File: config.mk
export PLATFORM = sky130hd
export DESIGN_NAME = tsr_rx
export DESIGN_NICKNAME = d
export VERILOG_FILES = /design/src/rtl/tsr_pkg.sv /design/src/rtl/tsr_hunt.sv /design/src/rtl/tsr_deser.sv /design/src/rtl/tsr_crc.sv /design/src/rtl/tsr_rx.sv
export SDC_FILE = /design/constraint.sdc
export NUM_CORES = 1
export LEC_CHECK = 0
export BUFFER_PORTS_ARGS = -buffer_cell sky130_fd_sc_hd__buf_4
export CORE_MARGIN = 10
export CORE_UTILIZATION = 47
export CTS_CLUSTER_SIZE = 16
export DETAILED_ROUTE_END_ITERATION = 16
export PLACE_DENSITY = 0.69
export SKIP_LAST_GASP = 1
export SYNTH_ARGS = -nofsm -noshare
export SYNTH_HDL_FRONTEND = slang
export SYNTH_SLANG_ARGS = --single-unit
File: constraint.sdc
create_clock -name clk -period 5.65 [get_ports clk]
set_input_delay 1.13 -clock clk [delete_from_list [all_inputs] [get_ports clk]]
set_output_delay 1.13 -clock clk [all_outputs]
set_load 0.05 [all_outputs]
File: src/rtl/tsr_pkg.sv
package tsr_pkg;

   typedef enum logic {
      HS_HUNT   = 1'b0,
      HS_LOCKED = 1'b1
   } hunt_st_t;

   function automatic int unsigned max_u(input int unsigned a, input int unsigned b);
      return (a > b) ? a : b;
   endfunction

endpackage

File: src/rtl/tsr_hunt.sv
module tsr_hunt
   import tsr_pkg::*;
#(
   parameter int unsigned SYNC_W = 16
) (
   input  logic              clk,
   input  logic              rst_n,
   input  logic              bit_valid,
   input  logic              bit_in,
   input  logic              sync_pulse,
   input  logic              hunt_req,
   input  logic              cfg_pattern_mode,
   input  logic              cfg_sync_long,
   input  logic [SYNC_W-1:0] cfg_pattern,
   output logic              synced
);

   localparam int unsigned SHORT_W = SYNC_W / 2;
   localparam int unsigned FILL_W  = $clog2(SYNC_W + 1);

   if ((SYNC_W < 4) || ((SYNC_W % 2) != 0)) begin : g_bad_sync_w
      $error("tsr_hunt: SYNC_W must be even and at least 4");
   end

   hunt_st_t            state_q;
   logic [SYNC_W-1:0]   hist_q;
   logic [SYNC_W-1:0]   hist_n;
   logic [FILL_W-1:0]   fill_q;
   logic                match_long;
   logic                match_short;
   logic                pattern_hit;

   always_comb begin
      hist_n      = {hist_q[SYNC_W-2:0], bit_in};
      match_long  = (fill_q >= FILL_W'(SYNC_W - 1)) && (hist_n == cfg_pattern);
      match_short = (fill_q >= FILL_W'(SHORT_W - 1)) &&
                    (hist_n[SHORT_W-1:0] == cfg_pattern[SHORT_W-1:0]);
      pattern_hit = bit_valid && (cfg_sync_long ? match_long : match_short);
   end

   always_ff @(posedge clk) begin
      if (!rst_n || hunt_req) begin
         state_q <= HS_HUNT;
         hist_q  <= '0;
         fill_q  <= '0;
      end else if (state_q == HS_HUNT) begin
         if (cfg_pattern_mode) begin
            if (bit_valid) begin
               hist_q <= hist_n;
               if (fill_q != FILL_W'(SYNC_W)) begin
                  fill_q <= fill_q + 1'b1;
               end
            end
            if (pattern_hit) begin
               state_q <= HS_LOCKED;
            end
         end else if (sync_pulse) begin
            state_q <= HS_LOCKED;
         end
      end
   end

   assign synced = (state_q == HS_LOCKED);

   AST_HUNT_ON_REQUEST: assert property (@(posedge clk) disable iff (!rst_n)
      hunt_req |=> !synced);
   AST_LOCK_NEEDS_TRIGGER: assert property (@(posedge clk) disable iff (!rst_n)
      $rose(synced) |-> $past(cfg_pattern_mode ? bit_valid : sync_pulse));

endmodule

File: src/rtl/tsr_deser.sv
module tsr_deser #(
   parameter int unsigned BYTE_W = 8
) (
   input  logic              clk,
   input  logic              rst_n,
   input  logic              active,
   input  logic              bit_valid,
   input  logic              bit_in,
   output logic              byte_done,
   output logic [BYTE_W-1:0] byte_word
);

   localparam int unsigned CNT_W = $clog2(BYTE_W);

   if (BYTE_W < 2) begin : g_bad_byte_w
      $error("tsr_deser: BYTE_W must be at least 2");
   end

   logic [CNT_W-1:0]  cnt_q;
   logic [BYTE_W-2:0] shift_q;

   assign byte_word = {shift_q, bit_in};
   assign byte_done = active && bit_valid && (cnt_q == CNT_W'(BYTE_W - 1));

   always_ff @(posedge clk) begin
      if (!rst_n || !active) begin
         cnt_q   <= '0;
         shift_q <= '0;
      end else if (bit_valid) begin
         shift_q <= byte_word[BYTE_W-2:0];
         cnt_q   <= byte_done ? '0 : cnt_q + 1'b1;
      end
   end

   AST_BITS_ONLY_WHEN_LOCKED: assert property (@(posedge clk) disable iff (!rst_n)
      !active |=> (cnt_q == '0));

endmodule

File: src/rtl/tsr_crc.sv
module tsr_crc #(
   parameter int unsigned     NARROW_W    = 16,
   parameter logic [63:0]     NARROW_POLY = 64'h1021,
   parameter int unsigned     WIDE_W      = 32,
   parameter logic [63:0]     WIDE_POLY   = 64'h04C1_1DB7
) (
   input  logic clk,
   input  logic rst_n,
   input  logic clr,
   input  logic en,
   input  logic bit_in,
   input  logic sel_wide,
   output logic resid_zero
);

   if ((NARROW_W < 2) || (WIDE_W < 2) || (NARROW_W > 64) || (WIDE_W > 64)) begin : g_bad_crc_w
      $error("tsr_crc: CRC widths must lie between 2 and 64");
   end

   logic [1:0] zero_v;

   for (genvar v = 0; v < 2; v++) begin : g_var
      localparam int unsigned   W = (v == 0) ? NARROW_W : WIDE_W;
      localparam logic [63:0]   P64 = (v == 0) ? NARROW_POLY : WIDE_POLY;
      localparam logic [W-1:0]  P = P64[W-1:0];

      logic [W-1:0] crc_q;
      logic [W-1:0] crc_n;
      logic         fb;

      always_comb begin
         fb    = crc_q[W-1] ^ bit_in;
         crc_n = en ? ({crc_q[W-2:0], 1'b0} ^ (fb ? P : '0)) : crc_q;
      end

      assign zero_v[v] = (crc_n == '0);

      always_ff @(posedge clk) begin
         if (!rst_n || clr) begin
            crc_q <= '0;
         end else begin
            crc_q <= crc_n;
         end
      end

      AST_CRC_CLEARED: assert property (@(posedge clk) disable iff (!rst_n)
         clr |=> (crc_q == '0));
   end

   assign resid_zero = sel_wide ? zero_v[1] : zero_v[0];

endmodule

File: src/rtl/tsr_rx.sv
module tsr_rx
   import tsr_pkg::*;
#(
   parameter int unsigned BUF_LEN     = 6,
   parameter int unsigned BYTE_W      = 8,
   parameter int unsigned SYNC_W      = 16,
   parameter int unsigned NARROW_W    = 16,
   parameter logic [63:0] NARROW_POLY = 64'h1021,
   parameter int unsigned WIDE_W      = 32,
   parameter logic [63:0] WIDE_POLY   = 64'h04C1_1DB7
) (
   input  logic              clk,
   input  logic              rst_n,
   input  logic              bit_valid,
   input  logic              bit_in,
   input  logic              sync_pulse,
   input  logic              hunt_cmd,
   input  logic              cfg_pattern_mode,
   input  logic              cfg_sync_long,
   input  logic [SYNC_W-1:0] cfg_pattern,
   input  logic              cfg_bit_rev,
   input  logic              cfg_crc_wide,
   input  logic              buf_avail,
   input  logic              buf_irq_en,
   output logic              out_valid,
   input  logic              out_ready,
   output logic [BYTE_W-1:0] out_byte,
   output logic              buf_full,
   output logic              buf_irq,
   output logic              crc_err,
   output logic              busy,
   output logic              overrun,
   output logic              hunting
);

   localparam int unsigned CNT_W = $clog2(BUF_LEN);
   localparam int unsigned CRC_MAX_W = max_u(NARROW_W, WIDE_W);

   if (BUF_LEN < 2) begin : g_bad_buf_len
      $error("tsr_rx: BUF_LEN must be at least 2");
   end
   if (CRC_MAX_W > 64) begin : g_bad_crc_max
      $error("tsr_rx: CRC width above 64");
   end

   logic              synced;
   logic              hunt_req;
   logic              byte_done;
   logic [BYTE_W-1:0] byte_word;
   logic [BYTE_W-1:0] byte_rev;
   logic              resid_zero;

   logic              byte_ev;
   logic              busy_now;
   logic              ovr_now;
   logic              take;
   logic              last;
   logic              crc_clr;
   logic [CNT_W-1:0]  cnt_q;

   tsr_hunt #(.SYNC_W(SYNC_W)) hunt_i (
      .clk              (clk),
      .rst_n            (rst_n),
      .bit_valid        (bit_valid),
      .bit_in           (bit_in),
      .sync_pulse       (sync_pulse),
      .hunt_req         (hunt_req),
      .cfg_pattern_mode (cfg_pattern_mode),
      .cfg_sync_long    (cfg_sync_long),
      .cfg_pattern      (cfg_pattern),
      .synced           (synced)
   );

   tsr_deser #(.BYTE_W(BYTE_W)) deser_i (
      .clk       (clk),
      .rst_n     (rst_n),
      .active    (synced),
      .bit_valid (bit_valid),
      .bit_in    (bit_in),
      .byte_done (byte_done),
      .byte_word (byte_word)
   );

   tsr_crc #(
      .NARROW_W    (NARROW_W),
      .NARROW_POLY (NARROW_POLY),
      .WIDE_W      (WIDE_W),
      .WIDE_POLY   (WIDE_POLY)
   ) crc_i (
      .clk        (clk),
      .rst_n      (rst_n),
      .clr        (crc_clr),
      .en         (synced && bit_valid),
      .bit_in     (bit_in),
      .sel_wide   (cfg_crc_wide),
      .resid_zero (resid_zero)
   );

   for (genvar i = 0; i < BYTE_W; i++) begin : g_rev
      assign byte_rev[i] = byte_word[BYTE_W-1-i];
   end

   always_comb begin
      byte_ev  = byte_done && !hunt_cmd;
      busy_now = byte_ev && (cnt_q == '0) && !buf_avail;
      ovr_now  = byte_ev && !busy_now && out_valid && !out_ready;
      take     = byte_ev && !busy_now && !ovr_now;
      last     = take && (cnt_q == CNT_W'(BUF_LEN - 1));
      hunt_req = hunt_cmd || ovr_now;
      crc_clr  = !synced || last || busy_now;
   end

   always_ff @(posedge clk) begin
      if (!rst_n) begin
         out_valid <= 1'b0;
         out_byte  <= '0;
         buf_full  <= 1'b0;
         buf_irq   <= 1'b0;
         crc_err   <= 1'b0;
         busy      <= 1'b0;
         overrun   <= 1'b0;
         cnt_q     <= '0;
      end else begin
         buf_full <= last;
         buf_irq  <= last && buf_irq_en;
         busy     <= busy_now;
         overrun  <= ovr_now;
         if (last) begin
            crc_err <= !resid_zero;
         end
         if (take) begin
            out_valid <= 1'b1;
            out_byte  <= cfg_bit_rev ? byte_rev : byte_word;
         end else if (out_ready) begin
            out_valid <= 1'b0;
         end
         if (!synced || hunt_req || last) begin
            cnt_q <= '0;
         end else if (take) begin
            cnt_q <= cnt_q + 1'b1;
         end
      end
   end

   assign hunting = !synced;

   AST_OUT_HELD: assert property (@(posedge clk) disable iff (!rst_n)
      (out_valid && !out_ready) |=> (out_valid && $stable(out_byte)));
   AST_DATA_ONLY_LOCKED: assert property (@(posedge clk) disable iff (!rst_n)
      $rose(out_valid) |-> $past(synced));
   AST_IRQ_WITH_FULL: assert property (@(posedge clk) disable iff (!rst_n)
      buf_irq |-> buf_full);
   AST_FULL_WITH_DATA: assert property (@(posedge clk) disable iff (!rst_n)
      buf_full |-> out_valid);
   AST_OVERRUN_HUNTS: assert property (@(posedge clk) disable iff (!rst_n)
      overrun |-> hunting);
   AST_BUSY_DROPS: assert property (@(posedge clk) disable iff (!rst_n)
      busy |-> !$rose(out_valid));
   AST_EVENTS_EXCLUSIVE: assert property (@(posedge clk) disable iff (!rst_n)
      $onehot0({buf_full, busy, overrun}));
   AST_COUNT_IN_RANGE: assert property (@(posedge clk) disable iff (!rst_n)
      cnt_q < CNT_W'(BUF_LEN));

endmodule

Yosys cells after proc, flatten, opt, wreduce, memory -nomap -nowiden
Index checks and enable logic that the tools add are counted.
Operators by class
  magnitude comparators: 2
  multiplexer cells: 14
  $add $sub $neg: 3
  bitwise operators: 6
  equality and inequality tests: 5
  reductions and logical operators: 37
Operators with widths (number)
  zero test 32 bit: 1
  2-to-1 mux 32 bit: 1
  bitwise XOR 32 bit: 1
  2-to-1 mux 27 bit: 1
  equality test 16 bit: 1
  zero test 16 bit: 1
  2-to-1 mux 16 bit: 1
  bitwise XOR 16 bit: 1
  logical AND 1 bit: 14
  2-to-1 mux 13 bit: 1
  equality test 8 bit: 1
  zero test 1 bit: 8
  logical OR 1 bit: 8
  2-to-1 mux 1 bit: 8
  2-to-1 mux 8 bit: 1
  adder 3 x 1 -> 3 bit, second input constant: 2
  equality test 3 bit, second input constant: 2
  adder 5 x 1 -> 5 bit, second input constant: 1
  greater-or-equal comparator 5 x 3 -> 1 bit, second input constant: 1
  greater-or-equal comparator 5 x 4 -> 1 bit, second input constant: 1
  inequality test 5 bit, second input constant: 1
  AND reduction 4 bit: 1
  zero test 3 bit: 1
  2-to-1 mux 3 bit: 1
  5 further kinds: 7
Word-level totals
  input port bits: 29
  flip-flop bits (word level): 96

Logic depth before layout (Yosys ltp)
  depth after elaboration: 15
  mapped depth: 8
  mapped depth without buffers: 7

Cells and area by module
Synthesis repeated with hierarchy kept, for this count alone.
Unflattened totals
  cells, all modules: 467
  area, all modules: 4414.2 µm²
Modules (own cells, without submodules)
  tsr_crc: sequential area each 960.9 µm², cells each 221, times used 1, area each 2130.8 µm²
  tsr_hunt: sequential area each 420.4 µm², cells each 126, times used 1, area each 1061.0 µm²
  tsr_rx: sequential area each 340.3 µm², cells each 81, times used 1, area each 818.3 µm²
  tsr_deser: sequential area each 200.2 µm², cells each 39, times used 1, area each 404.1 µm²

Least setup slack after synthesis
No wires, ideal clock.
  path kind: input port to flip-flop
  from: input port bit_in
  to: register crc_err
  stages on the path: 6
  arrival: 2720 ps
  path slack: 2799 ps
  path buffers: 1
  path through: buf_2 > xor2_1 > or4_1 > a221o_1 > a2111oi_2 > o21ai_1
Between the ends
  longest elaborated chain between the ends: 7
  elaborated cells on any way between the ends: 12
  classes of those cells: 5 x mux; 4 x bitwise; 3 x reduce/logical
Ends and longest elaborated chain
  start, declared: line tsr_rx.sv:15  | input logic bit_in,
  bitwise XOR 1 bit: line tsr_crc.sv:32  | fb = crc_q[W-1] ^ bit_in;
  2-to-1 mux 27 bit / 2-to-1 mux 13 bit (equally long branches): line tsr_crc.sv:33  | crc_n = en ? ({crc_q[W-2:0], 1'b0} ^ (fb ? P : '0)) : crc_q;
  bitwise XOR 32 bit / bitwise XOR 16 bit (equally long branches): line tsr_crc.sv:33
  2-to-1 mux 32 bit / 2-to-1 mux 16 bit (equally long branches): line tsr_crc.sv:33
  zero test 32 bit / zero test 16 bit (equally long branches): line tsr_crc.sv:36  | assign zero_v[v] = (crc_n == '0);
  2-to-1 mux 1 bit (*): line tsr_crc.sv:50  | assign resid_zero = sel_wide ? zero_v[1] : zero_v[0];
  zero test 1 bit (*): line tsr_rx.sv:129  | crc_err <= !resid_zero;
  end signal, assigned: line tsr_rx.sv:129
  end, declared: line tsr_rx.sv:30  | output logic crc_err,
Mark *: on every way between the ends. The rest lies on a longest branch, timed or not.
A chain may end at the register's enable or synchronous reset.

Final worst setup path
  from: input port bit_valid
  to: register crc_err
Between the ends
  longest elaborated chain between the ends: 12
  elaborated cells on any way between the ends: 18
  classes of those cells: 3 x mux; 15 x reduce/logical
Ends and longest elaborated chain
  start, declared: line tsr_rx.sv:14  | input logic bit_valid,
  logical AND 1 bit (*): line tsr_deser.sv:23, tsr_rx.sv:93
  logical AND 1 bit: line tsr_deser.sv:23  | assign byte_done = active && bit_valid && (cnt_q == CNT_W'(BYTE_W - 1));
  logical AND 1 bit: line tsr_rx.sv:104  | byte_ev = byte_done && !hunt_cmd;
  logical AND 1 bit (2 in a row): line tsr_rx.sv:105  | busy_now = byte_ev && (cnt_q == '0) && !buf_avail;
  zero test 1 bit: line tsr_rx.sv:106, tsr_rx.sv:107
  logical AND 1 bit: line tsr_rx.sv:106, tsr_rx.sv:107
  logical AND 1 bit (2 in a row): line tsr_rx.sv:106  | ovr_now = byte_ev && !busy_now && out_valid && !out_ready;
  zero test 1 bit: line tsr_rx.sv:107  | take = byte_ev && !busy_now && !ovr_now;
  logical AND 1 bit: line tsr_rx.sv:107
  logical AND 1 bit: line tsr_rx.sv:108  | last = take && (cnt_q == CNT_W'(BUF_LEN - 1));
Marked as above.

==> summary.txt <==
status: finished, final reports clean
latest clock arrival within the worst-skew pair: 360 ps
Area Overhead vs Synth: 13.7%
sw power: 0.000271 W
Post-Syn Instances: 526
largest stage delay on the critical path: 460 ps
crit-path max FO: 41
first-pass GRT wire length: 16400 um
share of cells above drive strength 1: 11.8%
HP Class: reg2reg
WHS Endpoint: crc_i.g_var[1].crc_q[25]$_SDFF_PP0_
row count: 34
drt drc: 0
drt first pass iters: 4
reg2reg setup slack: 3060 ps
share of the synthesized area in the top cell type: 44.4%
Sw Share: 21.3%
number of fillers in the final layout: 805
Initial DRC Count: 171
CP arrival: 3220 ps
Max-cap violations: 0
crit start category: primary input
Crit-path slowest cell: buf_4
Num CTS Buffers: 9
ANT nets after route: 0
Min-Delay Path Depth: 2
count of pins over their slew limit: 0
hold path start: crc_i.g_var[1].crc_q[24]$_SDFF_PP0_
pwr dens: 258 nW/um^2
buffers added on ports: 43
WL final: 9480 um
Fin. Hold Viols: 0
setup TNS: 0 ps
gpl congestion: 0.829
total global-route track usage: 14.8%
number of distinct library cells after synthesis: 47
post-DR wirelength/cell: 14.2 um
Pleak: 1.79 nW
Clock power frac: 40.7%
initial antenna violation count: 0
nets: 591
CTS resizes: 0
die area: 13400 sq um
Initial Utilization: 48.9%
synth warn: 0
Reg power frac: 53.5%
CP dominant cell by count: buf_4
CTS H-tree depth: 3
Critical Path RT: 5890 ps
# setup viols final: 0
Die H: 116 um
Final period util: 52.6%
Crit Path Category: in2reg
FF+latch count, synth: 96
peak supply drop: 0.000110 V
Power Internal: 0.000999 W
CTS Hold Buffers Added: 0
Vias/cell: 5.38
die width: 116 um
Worst-Margin Slew: 1010 ps
Final Critical Period: 2970 ps
CTS tree: built
post-DP HPWL: 6570 um
asr flop ratio synth: 0%
vias in the first global route: 3469
RSZ-0062 raised after global routing: no
Syn Std Cell Area: 4330 sq um
Slew Limit Headroom: 32.9%
pin count of the biggest net entering global routing: 60
grt total ovfl: 0
buffers inserted by post-CTS timing repair: 0
syn nets: 563
Max Freq: 336 MHz
syn avg cell area: 8.23 sq um
total clock sinks: 96
top cells by area, synth: dfxtp_1, nand2_1, a21oi_1
Post-synth EDFFs: 0
cells on worst reg2reg path: 5
cell area after placement: 4700 sq um
CTS root buffer: clkbuf_8
top-count cell post-synth: nand2_1
Top FF cell, synth: dfxtp_1
core region area: 8850 sq um
crit end category: register
clock buffer depth: 2
Final Instance Area: 4920 sq um
Synth area leader: dfxtp_1
crit path cell chain: buf_4 > nand2_1 > buf_4 > nand3_1 > a221o_1 > a2111oi_2 > o21ai_1
post-synthesis sequential area ratio: 44.4%
Reg-to-Reg Start: hunt_i.synced$_SDFF_PP0_
Clock Pin Slew Worst Setup and Hold Paths: 90 ps
diode count: 0
Comb power frac: 5.8%
reg2reg end: crc_err$_SDFFE_PN0P_
vias: 3576
Synth top cells by count: nand2_1, dfxtp_1, a21oi_1, xnor2_1, nor2_1
Final Skew: 8.54 ps
IO Pins: 44
-- layout make-up --
cell class | instances | area, sq um | share of cell area (%)
timing repair buffer | 47 | 353 | 7.17
sequential | 96 | 1920 | 39.0
clock buffer | 10 | 128 | 2.59
clock inverter | 4 | 95.1 | 1.93
multi-input combinational | 393 | 2260 | 46.0
tap | 108 | 135 | 2.75
inverter | 7 | 26.3 | 0.534
-- worst max path at each step --
stage | startpoint | to | slack (ps)
after global placement | bit_valid | crc_err$_SDFFE_PN0P_ | 2420
after CTS | bit_valid | crc_err$_SDFFE_PN0P_ | 2730
after detailed placement | bit_valid | crc_err$_SDFFE_PN0P_ | 2330
after global routing | bit_valid | crc_err$_SDFFE_PN0P_ | 2550
after floorplan | bit_in | crc_err$_SDFFE_PN0P_ | 2800
final | bit_valid | crc_err$_SDFFE_PN0P_ | 2680
-- registers in the layout, summed over array words and instances (netlist names) --
signal,cells
hunt_i.synced,1
hunt_i.fill_q,5
busy,1
crc_i.g_var.crc_q,48
hunt_i.hist_q,15
out_valid,1
deser_i.shift_q,7
out_byte,8
deser_i.cnt_q,3
cnt_q,3
crc_err,1
buf_irq,1
overrun,1
buf_full,1
-- cell families (layout without fill, tap and decap cells) --
logic type	count (synthesis)	count (layout)	share of synthesized area (%)
fa+ha+maj	8	8	2.31
compound gates	98	98	13.6
mux	18	18	4.16
buf+inv	37	68	3.32
xor+xnor	39	39	8.07
simple gates	230	230	24.1
flops	96	96	44.4
-- per-layer routing --
metal | vias to the layer above | share of wire [%] | global-route usage, %
met4 | 0 | 1.1 | 6.67
li1 | 1852 | - | -
met3 | 8 | 3.9 | 3.26
met1 | 1668 | 47 | 18.4
met2 | 48 | 48 | 24.1
met5 | - | 0 | 0
-- worst max-delay path: cells and delay by family --
family / cells / cell delay, ps
buffers and inverters: 2 / 650
AO/OA/AOI/OAI: 3 / 840
AND/OR/NAND/NOR: 2 / 570
-- through the flow --
stage | std cells | hold slack (ps) | total power, W | setup slack [ps] | utilization, %
finish | 665 | 470 | 0.00127 | 2680 | 55.6
global route | 665 | 492 | 0.00131 | 2550 | 55.6
CTS | 665 | 472 | 0.00128 | 2730 | 55.6
detailed placement | 651 | 462 | 0.000769 | 2330 | 53.1
global placement | 651 | 450 | 0.000768 | 2420 | 53.1
floorplan | 526 | 440 | 0.000742 | 2800 | -
-- placed cells by master (no fill, tap or decap), drive strengths merged, types with 4 or more instances in the layout --
master / synthesis / final
nand2: 142 / 142
dfxtp: 96 / 96
xnor2: 31 / 31
nor4: 12 / 12
o211a: 8 / 8
nand3: 6 / 6
clkbuf: 19 / 10
nand4: 8 / 8
xor2: 8 / 8
or3: 5 / 5
nor3: 8 / 8
nor2: 27 / 27
mux2i: 18 / 18
buf: 11 / 47
ha: 8 / 8
inv: 7 / 7
a21oi: 70 / 70
or4: 4 / 4
-- power by group through the flow --
| stage | sequential (W) | clock, W | combinational (W) |
|---|---|---|---|
| 2_1_floorplan | 0.000694 | 0 | 0.0000478 |
| 3_3_place_gp | 0.000695 | 0 | 0.0000727 |
| 3_5_place_dp | 0.000695 | 0 | 0.0000738 |
| 4_1_cts | 0.000679 | 0.000526 | 0.0000741 |
| 5_1_grt | 0.000680 | 0.000549 | 0.0000807 |
| 6_report | 0.000679 | 0.000517 | 0.0000736 |
Power figures use the tool's default switching activity.
